## config.mk

```make
export PLATFORM = sky130hd
export DESIGN_NAME = dptr_unit
export DESIGN_NICKNAME = d
export VERILOG_FILES = /design/src/rtl/dptr_pkg.sv /design/src/rtl/dptr_reg.sv /design/src/rtl/dptr_sel_ctrl.sv /design/src/rtl/dptr_addr_gen.sv /design/src/rtl/dptr_unit.sv
export SDC_FILE = /design/constraint.sdc
export NUM_CORES = 1
export LEC_CHECK = 0
export BUFFER_PORTS_ARGS = -buffer_cell sky130_fd_sc_hd__buf_2
export CORE_MARGIN = 5
export CORE_UTILIZATION = 50
export DETAILED_ROUTE_END_ITERATION = 8
export HOLD_SLACK_MARGIN = 0.1
export PLACE_DENSITY = 0.76
export SLEW_MARGIN = 20
export SYNTH_ARGS = -nofsm -noshare
export SYNTH_HDL_FRONTEND = slang
export SYNTH_SLANG_ARGS = --single-unit
```

## constraint.sdc

```tcl
create_clock -name clk -period 2.53 [get_ports clk]
set_input_delay 0.1265 -clock clk [delete_from_list [all_inputs] [get_ports clk]]
set_output_delay 0.1265 -clock clk [all_outputs]
set_load 0.05 [all_outputs]
```

## src/rtl/dptr_pkg.sv

```systemverilog
package dptr_pkg;
  localparam int BYTE_W = 8;

  typedef enum logic [1:0] {
    UPD_HOLD = 2'd0,
    UPD_INC  = 2'd1,
    UPD_LOAD = 2'd2
  } upd_e;
endpackage

```

## src/rtl/dptr_reg.sv

```systemverilog
module dptr_reg
  import dptr_pkg::*;
#(
  parameter int PTR_W = 16,
  localparam int NBYTES = PTR_W / BYTE_W
) (
  input  logic              clk,
  input  logic              rst_n,
  input  upd_e              upd,
  input  logic [PTR_W-1:0]  load_val,
  input  logic [NBYTES-1:0] byte_we,
  input  logic [BYTE_W-1:0] wdata,
  output logic [PTR_W-1:0]  q
);
  logic [PTR_W-1:0] nxt;

  always_comb begin
    case (upd)
      UPD_LOAD: nxt = load_val;
      UPD_INC:  nxt = q + {{(PTR_W-1){1'b0}}, 1'b1};
      default:  nxt = q;
    endcase
    for (int b = 0; b < NBYTES; b++) begin
      if (byte_we[b]) nxt[b*BYTE_W +: BYTE_W] = wdata;
    end
  end

  always_ff @(posedge clk) begin
    if (!rst_n) q <= '0;
    else        q <= nxt;
  end
endmodule

```

## src/rtl/dptr_sel_ctrl.sv

```systemverilog
module dptr_sel_ctrl (
  input  logic       clk,
  input  logic       rst_n,
  input  logic       any_op,
  input  logic       ctrl_we,
  input  logic [1:0] ctrl_wdata,
  output logic       sel_q,
  output logic       tsl_q
);
  always_ff @(posedge clk) begin
    if (!rst_n) begin
      sel_q <= 1'b0;
      tsl_q <= 1'b0;
    end else if (ctrl_we) begin
      sel_q <= ctrl_wdata[0];
      tsl_q <= ctrl_wdata[1];
    end else if (tsl_q && any_op) begin
      sel_q <= ~sel_q;
    end
  end
endmodule

```

## src/rtl/dptr_addr_gen.sv

```systemverilog
module dptr_addr_gen #(
  parameter int PTR_W = 16,
  parameter int ACC_W = 8
) (
  input  logic [PTR_W-1:0] active_ptr,
  input  logic [ACC_W-1:0] acc,
  input  logic             op_movc,
  input  logic             op_movx,
  output logic [PTR_W-1:0] addr_out,
  output logic             addr_valid
);
  logic [PTR_W-1:0] acc_ext;

  assign acc_ext    = {{(PTR_W-ACC_W){1'b0}}, acc};
  assign addr_out   = op_movc ? active_ptr + acc_ext : active_ptr;
  assign addr_valid = op_movc | op_movx;
endmodule

```

## src/rtl/dptr_unit.sv

```systemverilog
module dptr_unit
  import dptr_pkg::*;
#(
  parameter int PTR_W = 16,
  parameter int ACC_W = 8,
  localparam int NBYTES = PTR_W / BYTE_W,
  localparam int CTRL_IDX = 2 * NBYTES,
  localparam int IDX_W = $clog2(CTRL_IDX + 1)
) (
  input  logic              clk,
  input  logic              rst_n,
  input  logic              op_inc,
  input  logic              op_load,
  input  logic              op_movc,
  input  logic              op_movx_rd,
  input  logic              op_movx_wr,
  input  logic [PTR_W-1:0]  load_val,
  input  logic [ACC_W-1:0]  acc,
  output logic [PTR_W-1:0]  addr_out,
  output logic              addr_valid,
  input  logic              sw_we,
  input  logic [IDX_W-1:0]  sw_idx,
  input  logic [BYTE_W-1:0] sw_wdata,
  output logic [BYTE_W-1:0] sw_rdata,
  output logic              sel_out,
  output logic              tsl_out
);
  logic [PTR_W-1:0] dp_q [2];
  logic             sel_q, tsl_q;
  logic             any_op, ctrl_we;
  upd_e             op_upd;
  logic [PTR_W-1:0] active_ptr;

  assign any_op  = op_inc | op_load | op_movc | op_movx_rd | op_movx_wr;
  assign ctrl_we = sw_we && (sw_idx == IDX_W'(CTRL_IDX));
  assign op_upd  = op_load ? UPD_LOAD : (op_inc ? UPD_INC : UPD_HOLD);

  for (genvar p = 0; p < 2; p++) begin : g_ptr
    logic [NBYTES-1:0] byte_we;
    upd_e              upd;

    for (genvar b = 0; b < NBYTES; b++) begin : g_byte
      assign byte_we[b] = sw_we && (sw_idx == IDX_W'(p*NBYTES + b));
    end

    assign upd = (sel_q == p[0]) ? op_upd : UPD_HOLD;

    dptr_reg #(.PTR_W(PTR_W)) u_reg (
      .clk      (clk),
      .rst_n    (rst_n),
      .upd      (upd),
      .load_val (load_val),
      .byte_we  (byte_we),
      .wdata    (sw_wdata),
      .q        (dp_q[p])
    );
  end

  dptr_sel_ctrl u_sel (
    .clk        (clk),
    .rst_n      (rst_n),
    .any_op     (any_op),
    .ctrl_we    (ctrl_we),
    .ctrl_wdata (sw_wdata[1:0]),
    .sel_q      (sel_q),
    .tsl_q      (tsl_q)
  );

  assign active_ptr = sel_q ? dp_q[1] : dp_q[0];

  dptr_addr_gen #(.PTR_W(PTR_W), .ACC_W(ACC_W)) u_addr (
    .active_ptr (active_ptr),
    .acc        (acc),
    .op_movc    (op_movc),
    .op_movx    (op_movx_rd | op_movx_wr),
    .addr_out   (addr_out),
    .addr_valid (addr_valid)
  );

  always_comb begin
    sw_rdata = '0;
    for (int p = 0; p < 2; p++) begin
      for (int b = 0; b < NBYTES; b++) begin
        if (sw_idx == IDX_W'(p*NBYTES + b)) sw_rdata = dp_q[p][b*BYTE_W +: BYTE_W];
      end
    end
    if (sw_idx == IDX_W'(CTRL_IDX)) sw_rdata = {{(BYTE_W-2){1'b0}}, tsl_q, sel_q};
  end

  assign sel_out = sel_q;
  assign tsl_out = tsl_q;
endmodule

```

# Yosys cells after proc, flatten, opt, wreduce, memory -nomap -nowiden
# Index checks and enable logic that the tools add are counted.
[classes] n_bitwise=7 n_eq_ne=8 n_reduce_logical=12 add_sub_neg=3 mux=19
[op_table] operator="$mux W8" n=9
[op_table] operator="$pmux W16 S2" n=2
[op_table] operator="$add A16 B1 Y16 const B" n=2
[op_table] operator="$mux W16" n=2
[op_table] operator="$add A16 B8 Y16" n=1
[op_table] operator="$reduce_bool A3 Y1" n=4
[op_table] operator="$eq A3 B2 Y1 const B" n=2
[op_table] operator="$logic_and A1 B1 Y1" n=6
[op_table] operator="$mux W2" n=3
[op_table] operator="$or A1 B1 Y1" n=6
[op_table] operator="$eq A2 B1 Y1 const B" n=2
[op_table] operator="$eq A2 B2 Y1 const B" n=2
[op_table] operator="$eq A3 B1 Y1 const B" n=1
[op_table] operator="$eq A3 B3 Y1 const B" n=1
[op_table] operator="$logic_not A3 Y1" n=1
[op_table] operator="$mux W1" n=3
[op_table] operator="$reduce_bool A2 Y1" n=1
[op_table] operator="$not A1 Y1" n=1
[totals] out_inout_bits=27 regBits=34 elab_cells=55

# Depth between registers and ports, before layout
[logic_depth] ltp_word=7 ltp_mapped=12 depth_no_buf=10

# By module
# From an unflattened synthesis, not the netlist that was laid out.
[unflattened] hier_cells=484 hier_area_um2=3802.4
[modules_own_cells] mod="dptr_reg" seq_area_each_um2=320.3 n_inst=2 area_each_um2=1244.9 cells_per_inst=164
[modules_own_cells] mod="dptr_addr_gen" seq_area_each_um2=0.0 n_inst=1 area_each_um2=659.4 cells_per_inst=88
[modules_own_cells] mod="dptr_unit" seq_area_each_um2=0.0 n_inst=1 area_each_um2=564.3 cells_per_inst=60
[modules_own_cells] mod="dptr_sel_ctrl" seq_area_each_um2=40.0 n_inst=1 area_each_um2=88.8 cells_per_inst=8

# Least setup slack after synthesis
# Ideal clock, no wire load.
[synth_path] path_type="register to output" from="register u_sel.sel_q" to="output addr_out[13]" arrival_time_ps=3435 setup_slack_ps=-1032 stages_incl_launch_ff=12 path_buffers=3 t_required_ps=2404 path_cell_list="dfxtp_1 buf_6 buf_6 buf_2 mux2_2 ha_1 a21oi_1 nand2_1 o32ai_2 o21ai_1 and3_1 xnor2_1"
[synth_via] elab_chain_len=3
[synth_rtl] element="start, declared" line_no="dptr_sel_ctrl.sv:7" source="output logic sel_q,"
[synth_rtl] element="start signal, assigned" line_no="dptr_sel_ctrl.sv:15" source="sel_q <= ctrl_wdata[0];"
[synth_rtl] element="start signal, assigned" line_no="dptr_sel_ctrl.sv:18" source="sel_q <= ~sel_q;"
[synth_rtl] element="$mux W16 (*)" line_no="dptr_unit.sv:69" source="assign active_ptr = sel_q ? dp_q[1] : dp_q[0];"
[synth_rtl] element="$add A16 B8 Y16" line_no="dptr_addr_gen.sv:15" source="assign addr_out = op_movc ? active_ptr + acc_ext : active_ptr;"
[synth_rtl] element="$mux W16 (*)" line_no="dptr_addr_gen.sv:15"
[synth_rtl] element="end, declared" line_no="dptr_unit.sv:19" source="output logic [PTR_W-1:0] addr_out,"
# Every way passes the cells marked *; elsewhere a longest branch is shown, timed or not.

# Worst setup path after layout
[layout_path] from="register u_sel.sel_q" to="output addr_out[10]"
# The elaborated chain is that of the path after synthesis.

==> summary.md <==
| Metric | Value |
|---|---|
| Status | `finished, violations left` |
| Failing checks | `negative setup slack` |
| Pin count of the biggest net entering global routing | `37` |
| Final WS setup | `-0.207 ns` |
| Antenna violations before repair | `0` |
| Cell chain of the critical path | `buf_6 -> mux2_4 -> ha_4 -> o211a_1 -> o31ai_4 -> a21oi_4 -> nand2_2 -> xor2_2 -> o22ai_4 -> buf_6` |
| Height of the die | `94.0 um` |
| LEAKAGE | `1.81 nW` |
| Starting DRT DRC Count | `597` |
| Maximum VDD drop | `0.000241 V` |
| Crit path from | `u_sel.sel_q` |
| Least-Margin Pin Slew | `0.635 ns` |
| Avg Cell Area, Syn | `7.46 um^2` |
| Reg-to-Reg Start | `u_sel.sel_q` |
| EDFF count, synth | `0` |
| Max FO, Critical Path | `8` |
| Sequential power share | `30.3%` |
| Synth async-reset ratio | `0%` |
| Initial Util | `51.7%` |
| Switching Fraction | `42.1%` |
| Via count | `4041` |
| Clock Latency Late Sink | `0.29 ns` |
| Synth-to-layout area growth | `33.1%` |
| Design Area, Final | `0.00470 mm^2` |
| Initial DRT Pass Iterations | `6` |
| Hold crit path type | `in2reg` |
| Chip width | `94.0 um` |
| Comb pwr share | `49.2%` |
| All-Layer GR Usage | `27.8%` |
| Setup violators final | `11` |
| Mapped cell area | `0.00353 mm^2` |
| Post-synthesis sequential area ratio | `19.3%` |
| Placed Area | `0.00427 mm^2` |
| Max Cap Viol | `0` |
| Synth cell types | `65` |
| # diodes | `0` |
| CORE AREA | `0.00683 mm^2` |
| Routed length per instance | `19.0 um` |
| Vias in the first global route | `3664` |
| FP Rows | `30` |
| Setup TNS | `-1.60 ns` |
| Drt total wl | `12500 um` |
| # hold bufs at CTS | `0` |
| Mapped Cells | `473` |
| Critical Path Slowest Stage Cell | `dfxtp_4` |
| Required time worst endpoint | `2.40 ns` |
| Clock power share | `20.5%` |
| Post-Synthesis Net Count | `527` |
| Final hold vios | `0` |
| Clock buffer depth | `2` |
| Post-route DRC | `0` |
| Fin Hold WS | `0.142 ns` |
| CP peak stage delay | `0.40 ns` |
| IO Pins | `70` |
| Slew headroom | `57.7%` |
| Fmax | `365 MHz` |
| Final nets | `612` |
| Final period util | `108%` |
| Startpoint Class | `flop` |
| Crit path DAT | `2.61 ns` |
| Min Clock Period, post-route | `2.74 ns` |
| PortBufs | `69` |
| Clk_skew | `0.00562 ns` |
| First-pass GRT wire length | `19200 um` |
| Die area | `0.00884 mm^2` |
| #FFs+latches synth | `34` |
| CTS sink count | `34` |
| CTS H-tree depth | `2` |
| P_sw | `0.893 mW` |
| Internal Dissipation | `1.23 mW` |
| CTS tree | `yes` |
| Yosys Warn Count | `0` |
| Worst hold start | `sw_we` |
| Top FF cell, synth | `dfxtp_1` |
| Setup Crit Path Kind | `reg2out` |
| Most used cell, CP | `buf_6` |
| DP HPWL | `9210 um` |
| Post-DRT Antenna Nets | `0` |
| CTS Buf Count | `5` |
| Via/cell ratio | `6.17` |
| Fraction of layout cells with a size suffix above 1 | `35.2%` |
| Register clock-pin slew on the reported worst setup and hold paths | `0.07 ns` |
| Setup crit end kind | `primary output` |
| Root buf cell | `clkbuf_8` |
| GP Congestion | `0.980` |
| Slew Viols, Final | `0` |
| Unrepaired setup endpoints after global routing | `yes` |
| Grt total ovfl | `0` |
| Power Density | `451 mW/mm^2` |
[metal layers]
layer,vias up,routed length (um),global-route usage [%]
met4,0,325,8.30
met2,235,5680,44.4
met3,31,1160,3.37
li1,1881,-,-
met5,-,0,0
met1,1894,5300,39.1
[final cells by class]
class                   count  area (um^2)
inverters                   9         33.8
clock buffers               7         86.3
well taps                  96          120
repair buffers            110          728
flip-flops and latches     34          684
clock inverters             1         5.00
fillers                   544         2130
multi-input cells         398         3040
[cell families after synthesis]
group | count (synthesis) | share of synthesized area (%)
simple gates | 176 | 25.0
fa+ha+maj | 11 | 4.11
mux | 23 | 10.1
buf+inv | 41 | 6.45
compound gates | 154 | 26.6
xor+xnor | 34 | 8.44
flops | 34 | 19.3
[Yosys cell counts (4+ instances only)]
| cell type | n | area, um^2 |
|---|---|---|
| nand2_1 | 72 | 270 |
| o21ai_0 | 49 | 245 |
| a21oi_1 | 41 | 205 |
| dfxtp_1 | 34 | 681 |
| nor2_1 | 28 | 105 |
| nand3_1 | 23 | 115 |
| xor2_1 | 20 | 175 |
| buf_2 | 18 | 90.1 |
| o22ai_1 | 16 | 100 |
| xnor2_1 | 14 | 123 |
| nor2b_1 | 13 | 81.3 |
| a31oi_1 | 11 | 68.8 |
| ha_1 | 10 | 125 |
| inv_1 | 8 | 30.0 |
| mux2_2 | 8 | 90.1 |
| a211oi_1 | 6 | 45.0 |
| mux2i_1 | 6 | 60.1 |
| o211ai_1 | 6 | 45.0 |
| and3_1 | 5 | 31.3 |
| buf_4 | 5 | 37.5 |
| mux4_2 | 5 | 113 |
| clkbuf_1 | 4 | 15.0 |
| nand3_2 | 4 | 40.0 |
| nand4_1 | 4 | 25.0 |
[power by group through the flow]
stage	Clock, mW	Combinational, mW	Sequential (mW)
floorplan	0	0.679	0.640
global placement	0	0.895	0.650
detailed placement	0	0.911	0.650
CTS	0.431	0.993	0.640
global route	0.459	1.11	0.648
finish	0.434	1.04	0.643
[per-stage QoR]
stage / utilization [%] / worst slack, ns / instances / power, mW
after floorplan: - / -0.179 / 473 / 1.32
after global placement: 62.5 / 0.0139 / 635 / 1.55
after detailed placement: 62.5 / -0.0428 / 635 / 1.56
after CTS: 67.4 / -0.182 / 652 / 2.06
after global routing: 68.8 / -0.307 / 655 / 2.21
final: 68.8 / -0.207 / 655 / 2.12
[registers in the layout, summed over array words and instances, names as in the netlist]
signal         cells
g_ptr.u_reg.q     32
u_sel.sel_q        1
u_sel.tsl_q        1
[repair_timing]
action,CTS,global route
pin swaps,16,6
endpoints found under the setup margin,11,12
buffers inserted,9,3
gates resized for setup,46,10
[worst paths after layout]
check / slack (ns) / to / depth (start not counted)
max: -0.21 / addr_out[10] / 10
min: 0.14 / u_sel.tsl_q / 3
max reg2reg: 0.43 / g_ptr[1].u_reg.q[11] / 9
min reg2reg: 0.53 / u_sel.tsl_q / 2
[critical path: cells and delay by family (launching register included)]
family	cells	cell delay, ns
AO/OA/AOI/OAI	4	0.74
XOR/XNOR	1	0.17
adder cells (fa/ha/maj)	1	0.30
buffers and inverters	2	0.30
flip-flops	1	0.40
multiplexers	1	0.32
AND/OR/NAND/NOR	1	0.10
[cells in the final DEF, fill, tap and decap left out, types with 5 or more instances in the layout]
cell / count
a211oi_1: 6
a21oi_1: 33
a21oi_4: 5
a31oi_1: 11
buf_2: 57
buf_4: 40
buf_6: 12
clkbuf_8: 6
dfxtp_1: 33
ha_4: 6
inv_1: 7
mux2_2: 5
mux4_2: 5
nand2_1: 65
nand2_2: 8
nand3_1: 21
nand3_2: 5
nor2_1: 26
nor2b_1: 12
o211ai_1: 6
o21ai_0: 47
o22ai_1: 15
xnor2_1: 12
xor2_1: 11
xor2_2: 5
(Power assumes the default switching activity.)
